## src/rtl/pwmcap_pkg.sv

```systemverilog
package pwmcap_pkg;
  typedef enum logic [2:0] {
    ADR_CTRL   = 3'd0,
    ADR_CAPSEL = 3'd1,
    ADR_LIMIT  = 3'd2,
    ADR_MATCH  = 3'd3,
    ADR_TC     = 3'd4,
    ADR_CAPV   = 3'd5,
    ADR_FLAG   = 3'd6
  } reg_addr_e;

  typedef enum logic [1:0] {
    EDG_NONE = 2'b00,
    EDG_RISE = 2'b01,
    EDG_FALL = 2'b10,
    EDG_BOTH = 2'b11
  } edge_sel_e;

  typedef struct packed {
    logic [1:0] cnt_edge;
    logic [1:0] cnt_src;
    logic       irq_en;
    logic       rst_on_cap;
    logic       ext_count;
    logic       run;
  } ctrl_t;

  localparam int CTRL_W = $bits(ctrl_t);
endpackage

```

## src/rtl/pwmcap_sync.sv

```systemverilog
module pwmcap_sync #(
  parameter int N_IN = 3
) (
  input  logic            clk,
  input  logic            rst_n,
  input  logic [N_IN-1:0] din,
  output logic [N_IN-1:0] rise,
  output logic [N_IN-1:0] fall
);
  localparam int STAGES = 3;

  for (genvar g = 0; g < N_IN; g++) begin : g_ch
    logic [STAGES-1:0] sh;
    always_ff @(posedge clk or negedge rst_n) begin
      if (!rst_n) sh <= '0;
      else        sh <= {sh[STAGES-2:0], din[g]};
    end
    assign rise[g] = sh[STAGES-2] & ~sh[STAGES-1];
    assign fall[g] = ~sh[STAGES-2] & sh[STAGES-1];

    assert_single_rise_R7: assert property (@(posedge clk) disable iff (!rst_n)
      rise[g] |=> !rise[g]);
    assert_single_fall_R7: assert property (@(posedge clk) disable iff (!rst_n)
      fall[g] |=> !fall[g]);
  end
endmodule

```

## src/rtl/pwmcap_core.sv

```systemverilog
module pwmcap_core #(
  parameter int TC_W = 16
) (
  input  logic            clk,
  input  logic            rst_n,
  input  logic            run,
  input  logic            ext_count,
  input  logic            cnt_pulse,
  input  logic            cap_restart,
  input  logic [TC_W-1:0] limit,
  input  logic [TC_W-1:0] match,
  output logic [TC_W-1:0] tc,
  output logic            out_a
);
  logic            step;
  logic            lim_hit;
  logic            period_end;
  logic [TC_W-1:0] tc_nxt;

  assign step       = run & (ext_count ? cnt_pulse : 1'b1);
  assign lim_hit    = step && (tc == limit);
  assign period_end = lim_hit | cap_restart;
  assign tc_nxt     = tc + 1'b1;

  always_ff @(posedge clk or negedge rst_n) begin
    if (!rst_n) begin
      tc    <= '0;
      out_a <= 1'b0;
    end else if (period_end) begin
      tc    <= '0;
      out_a <= (match == '0);
    end else if (step) begin
      tc <= tc_nxt;
      if (tc_nxt == match) out_a <= 1'b1;
    end
  end

  assert_wrap_at_limit_R8: assert property (@(posedge clk) disable iff (!rst_n)
    lim_hit |=> (tc == '0));
  assert_restart_zero_R3: assert property (@(posedge clk) disable iff (!rst_n)
    cap_restart |=> (tc == '0));
  assert_hold_without_step_R4: assert property (@(posedge clk) disable iff (!rst_n)
    (!step && !cap_restart) |=> $stable(tc));
  assert_passive_after_period_R8: assert property (@(posedge clk) disable iff (!rst_n)
    (period_end && match != '0) |=> !out_a);
endmodule

```

## src/rtl/pwmcap_capture.sv

```systemverilog
module pwmcap_capture #(
  parameter int TC_W = 16,
  parameter int N_IN = 3
) (
  input  logic            clk,
  input  logic            rst_n,
  input  logic [N_IN-1:0] rise,
  input  logic [N_IN-1:0] fall,
  input  logic [N_IN-1:0] rise_en,
  input  logic [N_IN-1:0] fall_en,
  input  logic [TC_W-1:0] tc,
  input  logic            irq_en,
  input  logic            clr,
  output logic            cap_event,
  output logic [TC_W-1:0] cap_val,
  output logic            flag
);
  logic flag_set;

  assign cap_event = |((rise & rise_en) | (fall & fall_en));
  assign flag_set  = cap_event & irq_en;

  always_ff @(posedge clk or negedge rst_n) begin
    if (!rst_n)         cap_val <= '0;
    else if (cap_event) cap_val <= tc;
  end

  always_ff @(posedge clk or negedge rst_n) begin
    if (!rst_n)        flag <= 1'b0;
    else if (flag_set) flag <= 1'b1;
    else if (clr)      flag <= 1'b0;
  end

  assert_capture_value_R1: assert property (@(posedge clk) disable iff (!rst_n)
    cap_event |=> (cap_val == $past(tc)));
  assert_flag_only_enabled_R2: assert property (@(posedge clk) disable iff (!rst_n)
    (!flag && !(cap_event && irq_en)) |=> !flag);
  assert_set_beats_clear_R10: assert property (@(posedge clk) disable iff (!rst_n)
    (cap_event && irq_en && clr) |=> flag);
  assert_clear_works_R10: assert property (@(posedge clk) disable iff (!rst_n)
    (clr && !cap_event) |=> !flag);
endmodule

```

## src/rtl/pwmcap_top.sv

```systemverilog
module pwmcap_top
  import pwmcap_pkg::*;
#(
  parameter int TC_W = 16,
  parameter int N_IN = 3
) (
  input  logic            clk,
  input  logic            rst_n,
  input  logic            wr_en,
  input  logic [2:0]      wr_addr,
  input  logic [TC_W-1:0] wr_data,
  input  logic [2:0]      rd_addr,
  output logic [TC_W-1:0] rd_data,
  input  logic [N_IN-1:0] ev_in,
  output logic            out_a,
  output logic            out_b,
  output logic            irq
);
  localparam int SEL_W = 2 * N_IN;

  ctrl_t             ctrl;
  logic [SEL_W-1:0]  capsel;
  logic [TC_W-1:0]   limit;
  logic [TC_W-1:0]   match;
  logic [TC_W-1:0]   tc;
  logic [TC_W-1:0]   cap_val;
  logic [N_IN-1:0]   rise;
  logic [N_IN-1:0]   fall;
  logic              cap_event;
  logic              cnt_pulse;
  logic              clr;
  logic              a_int;

  always_ff @(posedge clk or negedge rst_n) begin
    if (!rst_n) begin
      ctrl   <= '0;
      capsel <= '0;
      limit  <= '0;
      match  <= '0;
    end else if (wr_en) begin
      case (wr_addr)
        ADR_CTRL:   ctrl   <= ctrl_t'(wr_data[CTRL_W-1:0]);
        ADR_CAPSEL: capsel <= wr_data[SEL_W-1:0];
        ADR_LIMIT:  limit  <= wr_data;
        ADR_MATCH:  match  <= wr_data;
        default: ;
      endcase
    end
  end

  assign clr = wr_en && (wr_addr == ADR_FLAG) && wr_data[0];

  always_comb begin
    cnt_pulse = 1'b0;
    for (int i = 0; i < N_IN; i++) begin
      if (ctrl.cnt_src == 2'(i))
        cnt_pulse = (rise[i] & ctrl.cnt_edge[0]) | (fall[i] & ctrl.cnt_edge[1]);
    end
  end

  pwmcap_sync #(.N_IN(N_IN)) u_sync (
    .clk  (clk),
    .rst_n(rst_n),
    .din  (ev_in),
    .rise (rise),
    .fall (fall)
  );

  pwmcap_capture #(.TC_W(TC_W), .N_IN(N_IN)) u_cap (
    .clk      (clk),
    .rst_n    (rst_n),
    .rise     (rise),
    .fall     (fall),
    .rise_en  (capsel[N_IN-1:0]),
    .fall_en  (capsel[SEL_W-1:N_IN]),
    .tc       (tc),
    .irq_en   (ctrl.irq_en),
    .clr      (clr),
    .cap_event(cap_event),
    .cap_val  (cap_val),
    .flag     (irq)
  );

  pwmcap_core #(.TC_W(TC_W)) u_core (
    .clk        (clk),
    .rst_n      (rst_n),
    .run        (ctrl.run),
    .ext_count  (ctrl.ext_count),
    .cnt_pulse  (cnt_pulse),
    .cap_restart(cap_event & ctrl.rst_on_cap),
    .limit      (limit),
    .match      (match),
    .tc         (tc),
    .out_a      (a_int)
  );

  assign out_a = a_int;
  assign out_b = ~a_int;

  always_comb begin
    case (rd_addr)
      ADR_CTRL:   rd_data = TC_W'(ctrl);
      ADR_CAPSEL: rd_data = TC_W'(capsel);
      ADR_LIMIT:  rd_data = limit;
      ADR_MATCH:  rd_data = match;
      ADR_TC:     rd_data = tc;
      ADR_CAPV:   rd_data = cap_val;
      ADR_FLAG:   rd_data = TC_W'(irq);
      default:    rd_data = '0;
    endcase
  end

  assert_counter_mode_hold_R4: assert property (@(posedge clk) disable iff (!rst_n)
    (ctrl.ext_count && !cnt_pulse && !cap_event) |=> $stable(tc));
endmodule

```

## config.mk

```make
export PLATFORM = sky130hd
export DESIGN_NAME = pwmcap_top
export DESIGN_NICKNAME = d
export VERILOG_FILES = /design/src/rtl/pwmcap_pkg.sv /design/src/rtl/pwmcap_sync.sv /design/src/rtl/pwmcap_core.sv /design/src/rtl/pwmcap_capture.sv /design/src/rtl/pwmcap_top.sv
export SDC_FILE = /design/constraint.sdc
export NUM_CORES = 1
export LEC_CHECK = 0
export ABC_AREA = 1
export BUFFER_PORTS_ARGS = -buffer_cell sky130_fd_sc_hd__clkbuf_2
export CAP_MARGIN = 10
export CELL_PAD_IN_SITES_DETAIL_PLACEMENT = 1
export CELL_PAD_IN_SITES_GLOBAL_PLACEMENT = 2
export CORE_UTILIZATION = 35
export DETAILED_ROUTE_END_ITERATION = 12
export PLACE_DENSITY_LB_ADDON = 0.05
export SETUP_SLACK_MARGIN = 0.15
export SYNTH_ARGS = -nofsm -noshare
export SYNTH_HDL_FRONTEND = slang
export SYNTH_SLANG_ARGS = --single-unit
```

## constraint.sdc

```tcl
create_clock -name clk -period 2.1 [get_ports clk]
set_input_delay 0.105 -clock clk [delete_from_list [all_inputs] [get_ports clk]]
set_output_delay 0.105 -clock clk [all_outputs]
set_load 0.05 [all_outputs]
```

=== After elaboration in Yosys (flattened, before gate mapping) ===
Index checks and enable logic that the tools add are counted.

* Reductions and logical operators: 16
* Equality and inequality tests: 14
* Bitwise operators: 29
* $add $sub $neg: 1
* Muxes and demuxes: 12

{| class="wikitable"
|+ Operators with widths
! operator !! count
|-
| one-hot mux 16 bit (7 select lines) || 1
|-
| == test 16 bit || 2
|-
| 2-to-1 mux 16 bit || 2
|-
| adder 16 x 1 -> 16 bit, second input constant || 1
|-
| zero test 16 bit || 1
|-
| bitwise AND 1 bit || 15
|-
| == test 3 x 2 -> 1 bit, second input constant || 4
|-
| == test 3 bit, second input constant || 4
|-
| AND reduction 2 bit || 5
|-
| 2-to-1 mux 1 bit || 9
|-
| NOT 1 bit || 7
|-
| bitwise AND 3 bit || 2
|-
| == test 3 x 1 -> 1 bit, second input constant || 2
|-
| zero test 3 bit || 2
|-
| nonzero test 2 bit || 3
|-
| OR 1 bit || 4
|-
| logical AND 1 bit || 3
|-
| OR 3 bit || 1
|-
| OR reduction 3 bit || 1
|-
| == test 2 x 1 -> 1 bit, second input constant || 1
|-
| == test 2 bit, second input constant || 1
|-
| zero test 2 bit || 1
|}

* Input port bits: 28
* Flip-flop bits (word level): 89

=== Logic depth before layout (Yosys ltp) ===
* Word-level depth: 13
* Mapped depth: 15

=== Hierarchy ===
A second synthesis with hierarchy kept.

* Cells, all modules: 716
* Area, all modules: 5316.3 sq um

{| class="wikitable"
|+ By module, submodules not included
! module !! times used !! cells an instance !! area an instance (sq um)
|-
| pwmcap_top || 1 || 349 || 2642.5
|-
| pwmcap_core || 1 || 262 || 1655.3
|-
| pwmcap_capture || 1 || 84 || 748.2
|-
| pwmcap_sync || 1 || 21 || 270.3
|}

=== Least setup slack after synthesis ===
Ideal clock, no wire load.

* Path type: register -> register
* Start point: reg u_core.tc[0]
* End point: reg u_core.out_a
* Data arrival time: 1.578 ns
* Stages on the path, launching flop included: 14
* Period minus slack after synthesis: 1.651 ns
* Path buffers: 0
* Setup slack: 0.449 ns
* Cells stage by stage: dfrtp_1 ha_1 nand2_1 nor2_4 nand2_2 nor2_2 nand2_1 nand2_1 nand2_1 nand2_1 nand3_1 nor2_1 nand2_1 a21oi_2

* Longest elaborated chain between the ends: 5

{| class="wikitable"
|+ Ends and longest elaborated chain
! what !! line !! text
|-
| start, declared || pwmcap_core.sv:12 || <nowiki>output logic [TC_W-1:0] tc,</nowiki>
|-
| start signal, assigned || pwmcap_core.sv:33 || <nowiki>tc <= tc_nxt;</nowiki>
|-
| branches (longest 5 deep; another with adder 16 x 1 -> 16 bit) || n/a ||
|-
| end signal, assigned || pwmcap_core.sv:31 || <nowiki>out_a <= (match == '0);</nowiki>
|-
| end, declared || pwmcap_core.sv:13 || <nowiki>output logic out_a</nowiki>
|}

Several ways; the timed one is not identified.
A chain may end at the register's enable or synchronous reset.

=== Worst setup path after layout ===
* Start point: reg u_core.tc[1]
* End point: reg u_core.out_a

The elaborated chain is that of the path after synthesis.

==> metrics.md <==
| Metric | Value |
|---|---|
| Wirelength per Cell | `19.2 um` |
| Setup crit start kind | `register` |
| Hold Path Stages | `3` |
| Area Growth Syn to Fin | `23.6%` |
| Post-layout util | `0.445` |
| Worst Path Required | `2.38 ns` |
| Post-Route Setup TNS | `0 ns` |
| Synth Register Bits | `89` |
| Die Wd | `119 um` |
| Average cell area after synthesis | `7.73 um^2` |
| Largest net degree at the start of global routing | `45` |
| Pwr Density | `1010 mW/mm^2` |
| R2R cell count | `12` |
| Num CTS Buffers | `9` |
| Initial antenna violation count | `0` |
| Fin crit share | `0.891` |
| Placement row count | `42` |
| Initial DRT Pass Iterations | `5` |
| Ant diodes | `0` |
| Synth Instances | `617` |
| Drt drc | `0` |
| Max transition margin | `0.587` |
| Vias per cell | `about 5.3` |
| Vias in the first global route | `4564` |
| # H-tree levels | `3` |
| DRT Wirelength | `around 17 mm` |
| Clk_lat worst skew | `0.35 ns` |
| Vias | `4595` |
| Die Ht | `119 um` |
| Max-Cap Viols | `0` |
| Sequential area share after synthesis | `0.467` |
| P_leak | `2.74 nW` |
| Gr ovfl total | `0` |
| Status | `complete, no violations` |
| Starting density of the core | `0.360` |
| Root Driver | `clkbuf_16` |
| Crit-path max cell delay | `0.44 ns` |
| Mapped Area | `0.00477 mm^2` |
| Setup crit end kind | `register` |
| CP Max Fanout | `6` |
| Clock tree from TritonCTS | `done` |
| Starting DRT DRC Count | `321` |
| RSZ-0062 raised after global routing | `true` |
| Final Net Count | `710` |
| Clk sink count | `89` |
| Worst Tran Pin Value | `0.619 ns` |
| Most common cell on crit path | `nand2_1` |
| Critical path class | `register to register` |
| Gr usage total | `0.251` |
| Delay-heaviest family, CP | `simple AND/OR/NAND/NOR gates` |
| PortBufs | `46` |
| Syn_nets | `between 600 and 700` |
| Hold Crit Start | `wr_data[13]` |
| Final min period | `1.87 ns` |
| Share of cells above drive strength 1 | `0.172` |
| CP cell instances | `buf_4, nand2_1, nor2_4, nand2_2, nor2_2, nand2_2, xor2_1, nand2_1, nand2_1, nor2_1, nand2_1, a21oi_2` |
| DP Wirelength | `12.6 mm` |
| Crit-path slowest cell | `dfrtp_2` |
| CTS Buffer Depth | `2` |
| Detail Route Antenna Nets | `0` |
| Global-route wire length before repair | `26.3 mm` |
| Distinct cells, synth | `36` |
| Hold Path Class | `input port to register` |
| Total I/O pin count | `47` |
| Flop2flop setup slack | `0.23 ns` |
| Routability Congestion | `0.897` |
| WHS Endpoint | `match[13]` |
| Crit path DAT | `2.16 ns` |
| Peak VDD IR | `0.339 mV` |
| Die area | `0.0141 mm^2` |
| Synthesis warning total | `0` |
| Final hold vios | `0` |
| Worst Skew | `0.0120 ns` |
| WP buf/inv | `1` |
| Worst-path clk slew | `0.07 ns` |
| R2r endpoint | `u_core.out_a` |
| Final Setup Violations | `0` |
| Max-slew violations | `0` |
| Reg-to-Reg Start | `u_core.tc[1]` |
| Fmax | `~530 MHz` |
| Core Footprint | `around 0.013 mm^2` |
-- registers in the layout, indices dropped and copies added, names as in the netlist --
name	flops
limit	16
match	16
u_cap.cap_val	16
u_core.tc	16
u_sync.g_ch.sh	9
ctrl	8
capsel	6
u_cap.flag	1
u_core.out_a	1
-- worst max-delay path by stage --
stage	slack, ns	start	cells past startpoint	to
global route	0.10	u_core.tc[1]	13	u_core.out_a
global placement	0.12	u_core.tc[1]	13	u_core.out_a
floorplan	0.45	u_core.tc[0]	13	u_core.out_a
detailed placement	0.09	u_core.tc[1]	13	u_core.out_a
CTS	0.15	u_core.tc[0]	13	u_core.out_a
finish	0.23	u_core.tc[1]	12	u_core.out_a
-- final cells by class --
cell class / count / area [um^2]
well taps: 176 / 220
inverters: 79 / 297
flip-flops and latches: 89 / 2230
fillers: 1660 / 7350
clock buffers: 11 / 253
repair buffers: 71 / 598
clock inverters: 5 / 86.3
multi-input cells: 431 / 2210
-- per-stage QoR --
step                setup WS (ns)  power, mW  std cells  instance area (um^2)  hold slack [ns]
detailed placement         0.0896       4.06        840                  5450            0.158
CTS                         0.149       5.93        861                  5850          0.00652
floorplan                   0.449       3.35        617                  4770           -0.191
global route                0.102       6.27        862                  5900           0.0133
global placement            0.124       4.02        840                  5450            0.156
finish                      0.228       5.94        862                  5900          0.00391
-- cell usage after synthesis --
master | count | area, um^2
a21oi_2 | 1 | 8.76
nor2_4 | 4 | 45.0
buf_2 | 1 | 5.00
o21ai_1 | 1 | 5.00
xor2_1 | 8 | 70.1
nor3_1 | 6 | 30.0
nand4_1 | 9 | 56.3
o22ai_1 | 14 | 87.6
nand3_1 | 47 | 235
or2_2 | 1 | 6.26
xnor3_1 | 1 | 22.5
xnor3_2 | 1 | 23.8
a22oi_1 | 2 | 15.0
o21ai_2 | 1 | 8.76
a21oi_1 | 16 | 80.1
clkbuf_1 | 15 | 56.3
o21ai_0 | 60 | 300
a22o_1 | 1 | 8.76
dfrtp_1 | 89 | 2230
inv_2 | 3 | 11.3
nand2_1 | 179 | 672
nor2_1 | 34 | 128
nand3_2 | 1 | 10.0
nand2_2 | 7 | 43.8
buf_6 | 2 | 22.5
o2111ai_1 | 8 | 70.1
o221ai_1 | 3 | 26.3
xnor2_1 | 9 | 78.8
o211ai_1 | 1 | 7.51
inv_1 | 76 | 285
and2_1 | 1 | 6.26
nand3b_1 | 2 | 15.0
ha_1 | 1 | 12.5
nor4_1 | 2 | 12.5
nor2_2 | 5 | 31.3
a221oi_1 | 5 | 43.8
-- power breakdown --
part           switching, mW  internal, mW  total [mW]
combinational           1.06         0.634        1.69
clock                  0.720          1.12        1.84
sequential             0.372          2.04        2.41
-- per-layer routing --
layer	track usage	vias up	routed length (um)
met1	0.370	2302	8080
met4	0.100	0	440
met3	0.0415	26	918
met2	0.363	118	7090
met5	0	-	0
li1	-	2149	-
-- cell families (layout without fill, tap and decap cells) --
logic type / Yosys count / in the layout / synth area share
fa+ha+maj: 1 / 1 / 0.00262
xor+xnor: 19 / 19 / 0.0409
simple gates: 298 / 298 / 0.271
compound gates: 113 / 113 / 0.139
flops: 89 / 89 / 0.467
buf+inv: 97 / 166 / 0.0798
-- worst reg2reg max path, stage by stage, from the launching register on --
cell and delay [ns]:
dfrtp_2 0.44, buf_4 0.13, nand2_1 0.07, nor2_4 0.19, nand2_2 0.13, nor2_2 0.14
nand2_2 0.09, xor2_1 0.17, nand2_1 0.07, nand2_1 0.05, nor2_1 0.13, nand2_1 0.08
a21oi_2 0.12
-- repair_timing --
item | 4_1_cts | 5_1_grt
setup endpoints to repair | 2 | 14
resized for setup | 3 | 11
pin swaps | 0 | 1
buffers inserted | 0 | 1
hold buffers | 5 | 0
endpoints found under the hold margin | 45 | 0
-- placed cells by master (no fill, tap or decap), drive strengths merged, types with 2 or more instances in the layout --
cell type    synthesis  routed
o22ai               14      14
dlygate4sd3          0       5
inv                 79      80
nor2                43      43
clkinv               0       2
a21oi               17      17
nand2              186     186
nand3b               2       2
xnor2                9       9
nand3               48      48
dfrtp               89      89
nor4                 2       2
clkbuf              15      45
nand4                9       9
buf                  3      32
bufinv               0       2
o221ai               3       3
xnor3                2       2
a221oi               5       5
nor3                 6       6
o21ai               62      62
a22oi                2       2
o2111ai              8       8
xor2                 8       8
Note: power is estimated with default switching activity, not from simulation.
